<file path="src/rtl/lsq_pkg.sv">
package lsq_pkg;
   localparam int unsigned MAX_PERIOD_US = 2000000;
   localparam int unsigned PER_CNT_W     = $clog2(MAX_PERIOD_US + 1);
   localparam int unsigned CODE_W        = 3;
   localparam int unsigned LIM_W         = 7;

   typedef enum logic [1:0] {
      CHK_IDLE = 2'd0,
      CHK_RUN  = 2'd1,
      CHK_DONE = 2'd2,
      CHK_FAIL = 2'd3
   } chk_state_t;

   // Stability period, in microsecond ticks, for each code
   function automatic logic [PER_CNT_W-1:0] period_ticks(input logic [CODE_W-1:0] code);
      logic [PER_CNT_W-1:0] t;
      case (code)
         3'd0:    t = PER_CNT_W'(0);
         3'd1:    t = PER_CNT_W'(500);
         3'd2:    t = PER_CNT_W'(1000);
         3'd3:    t = PER_CNT_W'(64000);
         3'd4:    t = PER_CNT_W'(256000);
         3'd5:    t = PER_CNT_W'(512000);
         3'd6:    t = PER_CNT_W'(1000000);
         default: t = PER_CNT_W'(2000000);
      endcase
      return t;
   endfunction
endpackage

</file>
<file path="src/rtl/lsq_stab_timer.sv">
module lsq_stab_timer
   import lsq_pkg::*;
#(
   parameter int unsigned CNT_W = PER_CNT_W
) (
   input  logic              clk,
   input  logic              rst_n,
   input  logic              tick,
   input  logic              raw,
   input  logic [CODE_W-1:0] code,
   output logic              up
);
   logic [CNT_W-1:0] cnt;
   logic [CNT_W:0]   cnt_nxt;
   logic [CNT_W:0]   lim;

   assign cnt_nxt = {1'b0, cnt} + {{CNT_W{1'b0}}, 1'b1};
   assign lim     = {1'b0, CNT_W'(period_ticks(code))};

   always_ff @(posedge clk) begin
      if (!rst_n) begin
         cnt <= '0;
         up  <= 1'b0;
      end else if (!raw) begin
         cnt <= '0;
         up  <= 1'b0;
      end else if (code == '0) begin
         cnt <= '0;
         up  <= 1'b1;
      end else if (!up && tick) begin
         if (cnt_nxt >= lim) begin
            cnt <= '0;
            up  <= 1'b1;
         end else begin
            cnt <= cnt_nxt[CNT_W-1:0];
         end
      end
   end
endmodule

</file>
<file path="src/rtl/lsq_startup_chk.sv">
module lsq_startup_chk
   import lsq_pkg::*;
#(
   parameter int unsigned POLL_TICKS = 8
) (
   input  logic             clk,
   input  logic             rst_n,
   input  logic             tick,
   input  logic             raw,
   input  logic             start,
   input  logic [LIM_W-1:0] vlim,
   input  logic [LIM_W-1:0] rlim,
   output logic             done,
   output logic             fail
);
   localparam int unsigned PCW = (POLL_TICKS > 1) ? $clog2(POLL_TICKS) : 1;

   chk_state_t       st;
   logic [LIM_W-1:0] vcnt;
   logic [LIM_W-1:0] rcnt;
   logic [LIM_W:0]   vnxt;
   logic [LIM_W:0]   rnxt;
   logic             poll;
   logic             running;

   assign running = (st == CHK_RUN);

   generate
      if (POLL_TICKS == 1) begin : g_poll_each
         assign poll = running && tick;
      end else begin : g_poll_div
         logic [PCW-1:0] pcnt;
         always_ff @(posedge clk) begin
            if (!rst_n || start) begin
               pcnt <= '0;
            end else if (running && tick) begin
               if (pcnt == PCW'(POLL_TICKS - 1)) pcnt <= '0;
               else                              pcnt <= pcnt + 1'b1;
            end
         end
         assign poll = running && tick && (pcnt == PCW'(POLL_TICKS - 1));
      end
   endgenerate

   assign vnxt = {1'b0, vcnt} + 1'b1;
   assign rnxt = {1'b0, rcnt} + 1'b1;

   always_ff @(posedge clk) begin
      if (!rst_n) begin
         st   <= CHK_IDLE;
         vcnt <= '0;
         rcnt <= '0;
      end else if (start) begin
         vcnt <= '0;
         rcnt <= '0;
         if (vlim == '0)      st <= CHK_DONE;
         else if (rlim == '0) st <= CHK_FAIL;
         else                 st <= CHK_RUN;
      end else if (poll) begin
         if (raw) begin
            if (vnxt >= {1'b0, vlim}) st <= CHK_DONE;
            else                      vcnt <= vnxt[LIM_W-1:0];
         end else begin
            vcnt <= '0;
            if (rnxt >= {1'b0, rlim}) st <= CHK_FAIL;
            else                      rcnt <= rnxt[LIM_W-1:0];
         end
      end
   end

   assign done = (st == CHK_DONE);
   assign fail = (st == CHK_FAIL);
endmodule

</file>
<file path="src/rtl/link_stab_qual.sv">
module link_stab_qual
   import lsq_pkg::*;
#(
   parameter int unsigned POLL_TICKS = 8,
   parameter int unsigned CNT_W      = PER_CNT_W
) (
   input  logic             clk,
   input  logic             rst_n,
   input  logic             tick_us,
   input  logic             link_raw,
   input  logic [2:0]       period_code,
   input  logic             start_go,
   input  logic [6:0]       valid_limit,
   input  logic [6:0]       retry_limit,
   output logic             link_up,
   output logic             startup_done,
   output logic             startup_fail
);
   generate
      if (POLL_TICKS < 1) begin : g_bad_poll
         $error("POLL_TICKS must be at least 1");
      end
      if (CNT_W < PER_CNT_W) begin : g_bad_cnt
         $error("CNT_W too narrow for the longest period");
      end
   endgenerate

   lsq_stab_timer #(.CNT_W(CNT_W)) i_timer (
      .clk  (clk),
      .rst_n(rst_n),
      .tick (tick_us),
      .raw  (link_raw),
      .code (period_code),
      .up   (link_up)
   );

   lsq_startup_chk #(.POLL_TICKS(POLL_TICKS)) i_chk (
      .clk  (clk),
      .rst_n(rst_n),
      .tick (tick_us),
      .raw  (link_raw),
      .start(start_go),
      .vlim (valid_limit),
      .rlim (retry_limit),
      .done (startup_done),
      .fail (startup_fail)
   );
endmodule

</file>
<file path="config.mk">
export PLATFORM = sky130hd
export DESIGN_NAME = link_stab_qual
export DESIGN_NICKNAME = d
export VERILOG_FILES = /design/src/rtl/lsq_pkg.sv /design/src/rtl/lsq_stab_timer.sv /design/src/rtl/lsq_startup_chk.sv /design/src/rtl/link_stab_qual.sv
export SDC_FILE = /design/constraint.sdc
export NUM_CORES = 1
export LEC_CHECK = 0
export CORE_MARGIN = 2
export CORE_UTILIZATION = 29
export DETAILED_ROUTE_END_ITERATION = 8
export GPL_ROUTABILITY_DRIVEN = 0
export PLACE_DENSITY = 0.47
export SYNTH_ARGS = -nofsm -noshare
export SYNTH_HDL_FRONTEND = slang
export SYNTH_SLANG_ARGS = --single-unit
</file>
<file path="constraint.sdc">
create_clock -name clk -period 5.9 [get_ports clk]
set_input_delay 1.18 -clock clk [delete_from_list [all_inputs] [get_ports clk]]
set_output_delay 1.18 -clock clk [all_outputs]
set_load 0.05 [all_outputs]
</file>
* Yosys cells after proc, flatten, opt, wreduce, memory -nomap -nowiden *
Cells that the tools add are included.

storage, ports and cells
  bits in registers = 41
  latch bits = 0
  memory bits (writable) = 0
  memory bits (read-only) = 0
  bits of input ports = 22
  output and inout port bits = 3
  logic and storage cells = 63
  memories = 0

cells by class
  $add $sub $neg = 4
  multiply operators = 0
  div/mod/pow operators = 0
  magnitude comparators = 3
  eq/ne operators = 12
  shift-type cells = 0
  mux-type cells = 15
  bitwise operators = 3
  reductions and logical operators = 20

operator list
  operator               number
  $pmux 21 s7            1
  $add 21x1->22 const B  1
  $ge 22x21->1           1
  $mux 21                1
  $add 7x1->8 const B    2
  $ge 8x7->1             2
  $logic_not 7->1        2
  $mux 2                 7
  $mux 7                 2
  $eq 3x3->1 const B     4
  $eq 3x2->1 const B     2
  $reduce_and 2->1       3
  $reduce_and 3->1       2
  $reduce_bool 2->1      3
  $eq 2x2->1 const B     2
  $add 3x1->3 const B    1
  $eq 3x1->1 const B     1
  $logic_and 1x1->1      3
  $logic_not 3->1        1
  $mux 1                 3
  $mux 3                 1
  $ne 3x1->1 const B     1
  $not 1->1              3
  $reduce_bool 3->1      1
  6 further kinds        7

* Depth between registers and ports, before layout *
Gate-level depths: netlist (run 1).

  word-level depth = 6
  mapped depth = 13
  depth with buffers taken out = 12

* Cells and area by module *
Synthesis (run 1) repeated with hierarchy kept, for this count alone.

unflattened totals
  cells, all modules = 434
  area, all modules = 3400.8 um^2

modules (own cells, without submodules)
  module           times used  cells an instance  area each (um^2)  sequential area each (um^2)
  lsq_stab_timer   1           276                2018.2            440.4
  lsq_startup_chk  1           158                1382.6            380.4

* Least setup slack after synthesis (run 1) *
No wires, ideal clock.

  kind = input to register
  start = input port period_code[1]
  end = register i_timer.cnt[16]
  arrival = 3.475 ns
  slack = 2.293 ns
  cell stages on the path = 11
  buffers on the path = 2
  cell sequence = clkbuf_1 > nand2_1 > o22a_1 > ha_1 > nand4_1 > or4_1 > a2111oi_2 > nor4b_4 > buf_6 > nand3_1 > a31oi_1

on the way
  longest elaborated chain between the ends = 4
  elaborated cells on any way between the ends = 11

ends and longest elaborated chain
  element                                   RTL line              RTL
  from (decl)                               link_stab_qual.sv:11  input logic [2:0] period_code,
  $eq 3x3->1, or another cell as far along  lsq_pkg.sv:17         case (code)
  $pmux 21 s7                               lsq_pkg.sv:17
  $ge 22x21->1                              lsq_stab_timer.sv:31  if (cnt_nxt >= lim) begin
  $mux 21                                   lsq_stab_timer.sv:31
  to (signal assigned)                      lsq_stab_timer.sv:35  cnt <= cnt_nxt[CNT_W-1:0];
  to (decl)                                 lsq_stab_timer.sv:13  logic [CNT_W-1:0] cnt;

Several ways; a longest one is shown, not always the timed one.
A chain may end at the register's enable or synchronous reset.

* Final worst setup path (run 1) *
  start = register i_timer.cnt[0]
  end = register i_timer.cnt[10]

on the way
  longest elaborated chain between the ends = 3

ends and longest elaborated chain
  element          RTL line              RTL
  $add 21x1->22 *  lsq_stab_timer.sv:17  assign cnt_nxt = {1'b0, cnt} + {{CNT_W{1'b0}}, 1'b1};
  $ge 22x21->1     lsq_stab_timer.sv:31
  $mux 21 *        lsq_stab_timer.sv:31

Every way passes the cells marked *; elsewhere a longest branch is shown, timed or not.

==> flow_summary.yaml, run 1 <==
hold_path:
  hp-class: "register to register"
setup_path:
  worstPathArrival_ns: 4.56
  required_ns: 6.10
  critical_path.cell_chain: "ha_1, nand4_1, nor4_1, nand4_1, xnor2_1, ha_1, nand2_1, nor3_1, or4_4, nor4b_4, buf_4, nand3_1, a31oi_1"
  worst_path_max_delay_cell: "nor4b_4"
  path_class: "register to register"
  end_kind: "register"
  max_stage_delay_ns: 0.67
  start_kind: "register"
  worstPathMaxFanout: 20
drt:
  drcViolationCount: 0
  vias: 3004
  drt-total-wl_um: 7940
  wire_per_inst_um: 13.7
  firstDrtPassIters: 4
  drt-vias-per-instance: 5.17
  ant_nets: 0
  drtIter0Drc: 135
placed_design:
  port_buffers: 24
  dp_hpwl_um: 6130
yosys:
  synth_area_leader_cell: "dfxtp_1"
  synthTopCellsByArea: "dfxtp_1 25%, ha_1 14%, nand2_1 5.9%"
  ys_seq_elements: 41
  synth_edf_count: 0
  syn_avg_cell_area_um2: 7.78
  async_flop_share_pct: 0
  netlist_area_um2: 3310
  ys_seq_area_share_pct: 24.8
  synth_nets: 486
  syn_inst: 426
  yosysWarnings: 0
  ys_types: 53
  ys.flop_type: "dfxtp_1"
  synth_top_area_share_pct: 24.8
die:
  ios: 25
  core_area_um2: 11300
  row_count: 39
  die-area_um2: 12300
  die_h_um: 111
  start_util_pct: 29.4
  dieWidth_um: 111
cts:
  cts_hold_buf: 0
  cts_buffers: 5
  cts_num_sinks: 41
  clk_pin_slew_ns: 0.06
  clk_path_buf_depth: 2
  ctsResizeCount: 0
  htreeDepth: 2
  clk-insertion-delay-late_ns: 0.29
  cts_setup_buffers: 0
  cts_root_buffer: "clkbuf_16"
  cts_tree: "done"
sta:
  final.setup.tns_ns: 0
  finalSetupViolCount: 0
  finClkSkew_ns: 0.00554
  tightest_slew_ns: 0.908
  min_period_ns: 4.36
  finalCritPeriodShare_pct: 74.0
  slew_violations: 0
  finalHoldViolCount: 0
  max_slew_margin_pct: 39.3
  clock.fmax_ghz: 0.229
  rsz0062_at_grt: "false"
finish:
  final_util_pct: 33.9
  drive_gt1_share_pct: 5.02
  nNetsFinal: 497
  antenna_cells: 0
  syn_to_final_growth_pct: 15.3
power_and_ir_drop:
  p_leak_nw: 1.51
  peakVddDrop_uv: 142
  powerDensity_nw_per_um2: 186
global_routing:
  gr-total-overflow: 0
  grt_max_degree: 36
  grt_pass1_wl_um: 13800
  first_global_vias: 2901
  antenna_found_initial: 0
  grt_usage_pct: 13.4
flow_run:
  max_cap_viol_count: 0
status:
  status: "finished clean"
critical path, delay by kind of cell (launching register included):
family | cells | cell delay, ns
xor gates and xnor gates | 1 | 0.31
buffers and inverters | 1 | 0.35
and+or+nand+nor | 8 | 2.42
adders and majority gates | 2 | 0.62
AOI/OAI and AO/OA | 1 | 0.18
DFF | 1 | 0.39
area by class of cell:
class | count | area (um2)
fillers | 1197 | 7450
multi-input cells | 344 | 2300
flip-flops and latches | 41 | 821
repair buffers | 26 | 255
well taps | 143 | 179
clock buffers | 5 | 125
inverters | 19 | 71.3
clock inverters | 3 | 65.1
report_power, final:
group | switching, mW | total, mW | internal [mW]
clock | 0.117 | 0.359 | 0.242
combinational | 0.0403 | 0.0705 | 0.0302
sequential | 0.00153 | 0.280 | 0.278
Yosys cell counts, types with 2 or more instances:
cell       count
buf_2          8
o21ai_0       17
inv_1         19
a2111oi_2      2
and3_1         8
a21oi_1       29
nand4_1        7
or4_1          5
nand2_1       52
nor4_1         6
or2_2          4
nand2b_1       5
a21o_1         5
mux2i_1        2
a31oi_1       12
ha_1          38
a21boi_0       2
xor2_1         9
buf_6          3
xnor2_1       20
o21a_1         3
nor3_1        16
nor2b_1        7
dfxtp_1       41
nor2_1        19
a211oi_1       2
nand3_1       33
a211o_1        2
or3_1          6
and2_1         5
clkbuf_1      10
a22o_1         4
nand3b_1       5
per-stage QoR:
stage | cell area [um2] | std cells | total power, mW | worst slack (ns) | hold slack [ns]
final | 3820 | 581 | 0.709 | 1.54 | 0.468
after global routing | 3820 | 581 | 0.737 | 1.03 | 0.523
after CTS | 3820 | 581 | 0.721 | 1.46 | 0.470
after detailed placement | 3630 | 573 | 0.357 | 1.23 | 0.461
after global placement | 3630 | 573 | 0.356 | 1.33 | 0.453
after floorplan | 3310 | 426 | 0.327 | 2.29 | 0.445
metal layers:
| layer | wire (um) | vias up | track usage, % | share of wire [%] |
|---|---|---|---|---|
| li1 | - | 1558 | - | - |
| met3 | 257 | 6 | 2.95 | 3.2 |
| met4 | 63 | 0 | 3.42 | 0.79 |
| met1 | 3860 | 1402 | 17.3 | 49 |
| met5 | 0 | - | 0 | 0 |
| met2 | 3760 | 38 | 22.7 | 47 |
cell families after synthesis:
family	Yosys count	share of synthesized area, %
and+or+nand+nor	186	29.5
AOI/OAI and AO/OA	88	17.1
buffers and inverters	41	5.66
DFF	41	24.8
adders and majority gates	38	14.4
xor gates and xnor gates	29	7.67
muxes	3	0.944
registers in the layout (all words and copies together) (netlist names):
signal and cells:
i_timer.cnt 21, i_chk.st 2, i_timer.up 1, i_chk.rcnt 7, i_chk.vcnt 7, i_chk.g_poll_div.pcnt 3
final timing paths:
kind | to | cells after the start | startpoint | slack, ns
setup / recovery | i_timer.cnt[10] | 13 | i_timer.cnt[0] | 1.54
hold / removal | i_timer.cnt[12] | 2 | i_timer.cnt[12] | 0.47
setup reg to reg | i_timer.cnt[10] | 13 | i_timer.cnt[0] | 1.54
hold reg to reg | i_timer.cnt[12] | 2 | i_timer.cnt[12] | 0.47
placed cells by master (no fill, tap or decap), types with 5 or more instances in the layout:
| cell | n |
|---|---|
| clkbuf_16 | 5 |
| and3_1 | 8 |
| a21o_1 | 5 |
| nand2b_1 | 5 |
| nor4_1 | 6 |
| nand4_1 | 7 |
| nor3_1 | 16 |
| nand2_1 | 52 |
| nor2b_1 | 7 |
| dfxtp_1 | 41 |
| ha_1 | 38 |
| nand3b_1 | 5 |
| xnor2_1 | 20 |
| or4_1 | 5 |
| clkdlybuf4s50_1 | 24 |
| a31oi_1 | 12 |
| xor2_1 | 9 |
| and2_1 | 5 |
| nand3_1 | 33 |
| inv_1 | 19 |
| nor2_1 | 19 |
| or3_1 | 6 |
| a21oi_1 | 29 |
| o21ai_0 | 17 |
No activity file was read; power rests on OpenSTA's default activity.
==> run 2: changes to the inputs <==
clock period = 4.4 ns   (was 5.9 ns; I/O delays follow)
==> flow_summary.yaml, run 2 (synthesis gave the netlist of run 1 again) <==
power_and_ir_drop:
  p_leak_nw: 1.53
  peakVddDrop_uv: 137
  p_total_uw: 864
  powerDensity_nw_per_um2: 225
drt:
  drt-total-wl_um: 8020
  wire_per_inst_um: 13.7
  drcViolationCount: 0
  drtIter0Drc: 77
  firstDrtPassIters: 4
  drt-vias-per-instance: 5.09
  ant_nets: 0
  vias: 2983
die:
  die-area_um2: 12300
  core_area_um2: 11300
  start_util_pct: 29.4
  die_h_um: 111
  dieWidth_um: 111
  row_count: 39
  ios: 25
global_routing:
  busiest_layer: "met2"
  met1_usage_pct: 18.0
  grt_usage_pct: 13.5
  grt_pass1_wl_um: 13900
  grt_max_degree: 33
  use_met3_pct: 2.41
  grt_use_met2_pct: 22.5
  first_global_vias: 2938
  antenna_found_initial: 0
  gr-total-overflow: 0
finish:
  largest_reg_flops: 21
  drive_gt1_share_pct: 6.09
  final_util_pct: 34.1
  layout_common_cells: "52 x nand2_1, 41 x dfxtp_1, 38 x ha_1"
  antenna_cells: 0
  nNetsFinal: 502
  largest-register: "i_timer.cnt"
  top_regs: "i_timer.cnt x21, i_chk.rcnt x7, i_chk.vcnt x7"
  syn_to_final_growth_pct: 15.9
  seqCellArea_um2: 821
  multi_input_area_um2: 2300
  mostFrequentLayoutCell: "nand2_1"
  num-fill-cells: 1170
setup_path:
  timing.critical_path.buf_inv: 1
  end_kind: "register"
  worstPathMaxFanout: 32
  required_ns: 4.52
  crit_path_frequent_cell: "or4_1"
  critical_path.cell_chain: "nand4_2, or4_1, o21a_1, or2_1, ha_1, nand3_2, or4_1, a2111oi_2, nor4b_4, buf_12, nand3b_1, a31oi_1"
  worst_path_max_delay_cell: "or4_1"
  worstPathArrival_ns: 3.91
  start_kind: "register"
  max_stage_delay_ns: 0.64
  cp_top_family: "simple AND/OR/NAND/NOR gates"
  path_class: "register to register"
cts:
  cts_hold_buf: 0
  clk_pin_slew_ns: 0.06
  cts_tree: "done"
  ctsResizeCount: 0
  cts_root_buffer: "clkbuf_16"
  cts_buffers: 5
  htreeDepth: 2
  clk-insertion-delay-late_ns: 0.29
  clk_path_buf_depth: 2
  cts_num_sinks: 41
  cts_setup_buffers: 0
sta:
  tightest_slew_ns: 1.12
  finalCritPeriodShare_pct: 86.1
  slew_violations: 0
  min_period_ns: 3.79
  whs_ns: 0.479
  final.setup.tns_ns: 0
  clock.fmax_ghz: 0.264
  finalHoldViolCount: 0
  rsz0062_at_grt: "false"
  finalSetupViolCount: 0
  max_slew_margin_pct: 25.3
  finClkSkew_ns: 0.00501
  timing.final.ws_setup_ns: 0.610
hold_path:
  hp-class: "register to register"
flow_run:
  max_cap_viol_count: 0
status:
  status: "finished clean"
placed_design:
  dp_slack_ns: 0.421
  port_buffers: 24
  dp_hpwl_um: 6130
==> run 2: layer usage <==
layer	part of all wire (%)	vias up	wire, um
met4	1.5	0	119
met5	0	-	0
met3	3.7	8	299
met1	50	1355	4010
met2	45	45	3580
li1	-	1575	-
==> run 2: worst reg2reg max path, delay by kind of cell (launching register included) <==
| family | cells | cell delay [ns] |
|---|---|---|
| adders and majority gates | 1 | 0.31 |
| and+or+nand+nor | 7 | 1.98 |
| buffers and inverters | 1 | 0.18 |
| AOI/OAI and AO/OA | 3 | 0.72 |
| DFF | 1 | 0.45 |
==> run 2: where the power goes <==
group | internal (mW) | switching [mW]
Combinational | 0.0416 | 0.0546
Clock | 0.240 | 0.152
Sequential | 0.373 | 0.00195
==> run 2: path summary, 6_finish.rpt <==
path                                       from               to  slack [ns]  cells past startpoint
worst min-delay path            i_timer.cnt[12]  i_timer.cnt[12]        0.48                      2
worst min register to register  i_timer.cnt[12]  i_timer.cnt[12]        0.48                      2
worst max-delay path             i_timer.cnt[9]   i_timer.cnt[2]        0.61                     12
worst max register to register   i_timer.cnt[9]   i_timer.cnt[2]        0.61                     12
==> run 2: area by class of cell <==
type                            count  area share (%)
Sequential cell                    41            21.4
Clock inverter                      1           0.130
Clock buffer                        7            3.98
Inverter                           19            1.86
Tap cell                          143            4.66
Multi-Input combinational cell    344            60.0
Timing Repair Buffer               31            7.95
==> run 2: metrics by stage <==
step	std cells	cell area, um2
detailed placement	578	3680
global route	586	3840
floorplan	426	3310
global placement	578	3680
CTS	586	3840
finish	586	3840
==> run 3: changes to the inputs <==
SLEW_MARGIN = 20   (was not set)
==> flow_summary.yaml, run 3 (synthesis gave the netlist of run 1 again) <==
cts:
  htreeDepth: 2
  cts_buffers: 5
  cts_root_buffer: "clkbuf_16"
  clk_path_buf_depth: 2
  clk-insertion-delay-late_ns: 0.29
  cts_setup_buffers: 0
  cts_tree: "done"
  cts_hold_buf: 0
  cts_num_sinks: 41
  ctsResizeCount: 0
  clk_pin_slew_ns: 0.06
finish:
  fin_area_um2: 3840
  nNetsFinal: 502
  largest-register: "i_timer.cnt"
  mostFrequentLayoutCell: "nand2_1"
  drive_gt1_share_pct: 6.32
  largest_reg_flops: 21
  syn_to_final_growth_pct: 15.9
  final_util_pct: 34.1
  layout.cells.non_filler: 586
  antenna_cells: 0
  layout_common_cells: "52 x nand2_1, 41 x dfxtp_1, 38 x ha_1"
  top_regs: "i_timer.cnt x21, i_chk.rcnt x7, i_chk.vcnt x7"
sta:
  finalHoldViolCount: 0
  tightest_slew_ns: 1.00
  whs_ns: 0.476
  rsz0062_at_grt: "false"
  slew_violations: 0
  clock.fmax_ghz: 0.264
  finClkSkew_ns: 0.00530
  finalSetupViolCount: 0
  max_slew_margin_pct: 33.1
  timing.final.ws_setup_ns: 0.607
  final.setup.tns_ns: 0
  min_period_ns: 3.79
  finalCritPeriodShare_pct: 86.2
setup_path:
  start_kind: "register"
  path_class: "register to register"
  worstPathArrival_ns: 3.92
  required_ns: 4.52
  timing.critical_path.buf_inv: 1
  rr_worst_depth: 12
  max_stage_delay_ns: 0.64
  crit_path_frequent_cell: "or4_1"
  end_kind: "register"
  worst_path_max_delay_cell: "or4_1"
  critical_path.cell_chain: "nand4_2, or4_1, o21a_1, or2_1, ha_1, nand3_2, or4_1, a2111oi_2, nor4b_4, buf_12, nand3b_1, a31oi_1"
  cp_top_family: "simple AND/OR/NAND/NOR gates"
  cp_num_cells: 12
  worstPathMaxFanout: 32
hold_path:
  hold_path_depth: 2
  hp-class: "register to register"
flow_run:
  max_cap_viol_count: 0
power_and_ir_drop:
  p_total_uw: 864
  p_leak_nw: 1.53
  powerDensity_nw_per_um2: 225
  peakVddDrop_uv: 137
status:
  status: "finished clean"
die:
  die-area_um2: 12300
  core_area_um2: 11300
  dieWidth_um: 111
  row_count: 39
  ios: 25
  start_util_pct: 29.4
  die_h_um: 111
drt:
  drt-total-wl_um: 8020
  ant_nets: 0
  drt-vias-per-instance: 5.10
  drtIter0Drc: 79
  drcViolationCount: 0
  firstDrtPassIters: 4
  wire_per_inst_um: 13.7
  vias: 2988
placed_design:
  dp_hpwl_um: 6130
  dpl_cell_area_um2: 3680
  port_buffers: 24
  dp_cells: 578
  dp_slack_ns: 0.421
global_routing:
  grt_max_degree: 33
  antenna_found_initial: 0
  first_global_vias: 2938
  gr-total-overflow: 0
  grt_pass1_wl_um: 13900
  grt_usage_pct: 13.5
-- run 3: area by class of cell --
type                       count  area (um2)
multi-input combinational    344        2310
tap                          143         179
timing repair buffer          31         305
clock buffer                   7         153
fill                        1169        7430
inverter                      19        71.3
clock inverter                 1        5.00
sequential                    41         821
-- run 3: path summary, 6_finish.rpt --
kind / startpoint / endpoint / slack, ns
max: i_timer.cnt[9] / i_timer.cnt[2] / 0.61
max reg2reg: i_timer.cnt[9] / i_timer.cnt[2] / 0.61
min: i_timer.cnt[12] / i_timer.cnt[12] / 0.48
min reg2reg: i_timer.cnt[12] / i_timer.cnt[12] / 0.48
-- run 3: worst min-delay path, delay by kind of cell, from the launching register on --
kind	cells	cell delay, ns
flops	1	0.32
simple gates	1	0.06
compound gates	1	0.05
-- run 3: routing by layer --
metal	share of wire [%]	wire length (um)	vias up	global-route usage, %
met5	0	0	-	0
met4	1.5	119	0	3.83
met3	3.7	296	8	2.41
met2	45	3600	50	22.5
met1	50	4010	1354	18.0
li1	-	-	1576	-
-- run 3: power breakdown --
part,internal [mW],switching [mW],leakage (nW),total (mW)
clock,0.240,0.152,0.0799,0.393
combinational,0.0417,0.0547,1.11,0.0964
sequential,0.373,0.00194,0.331,0.375
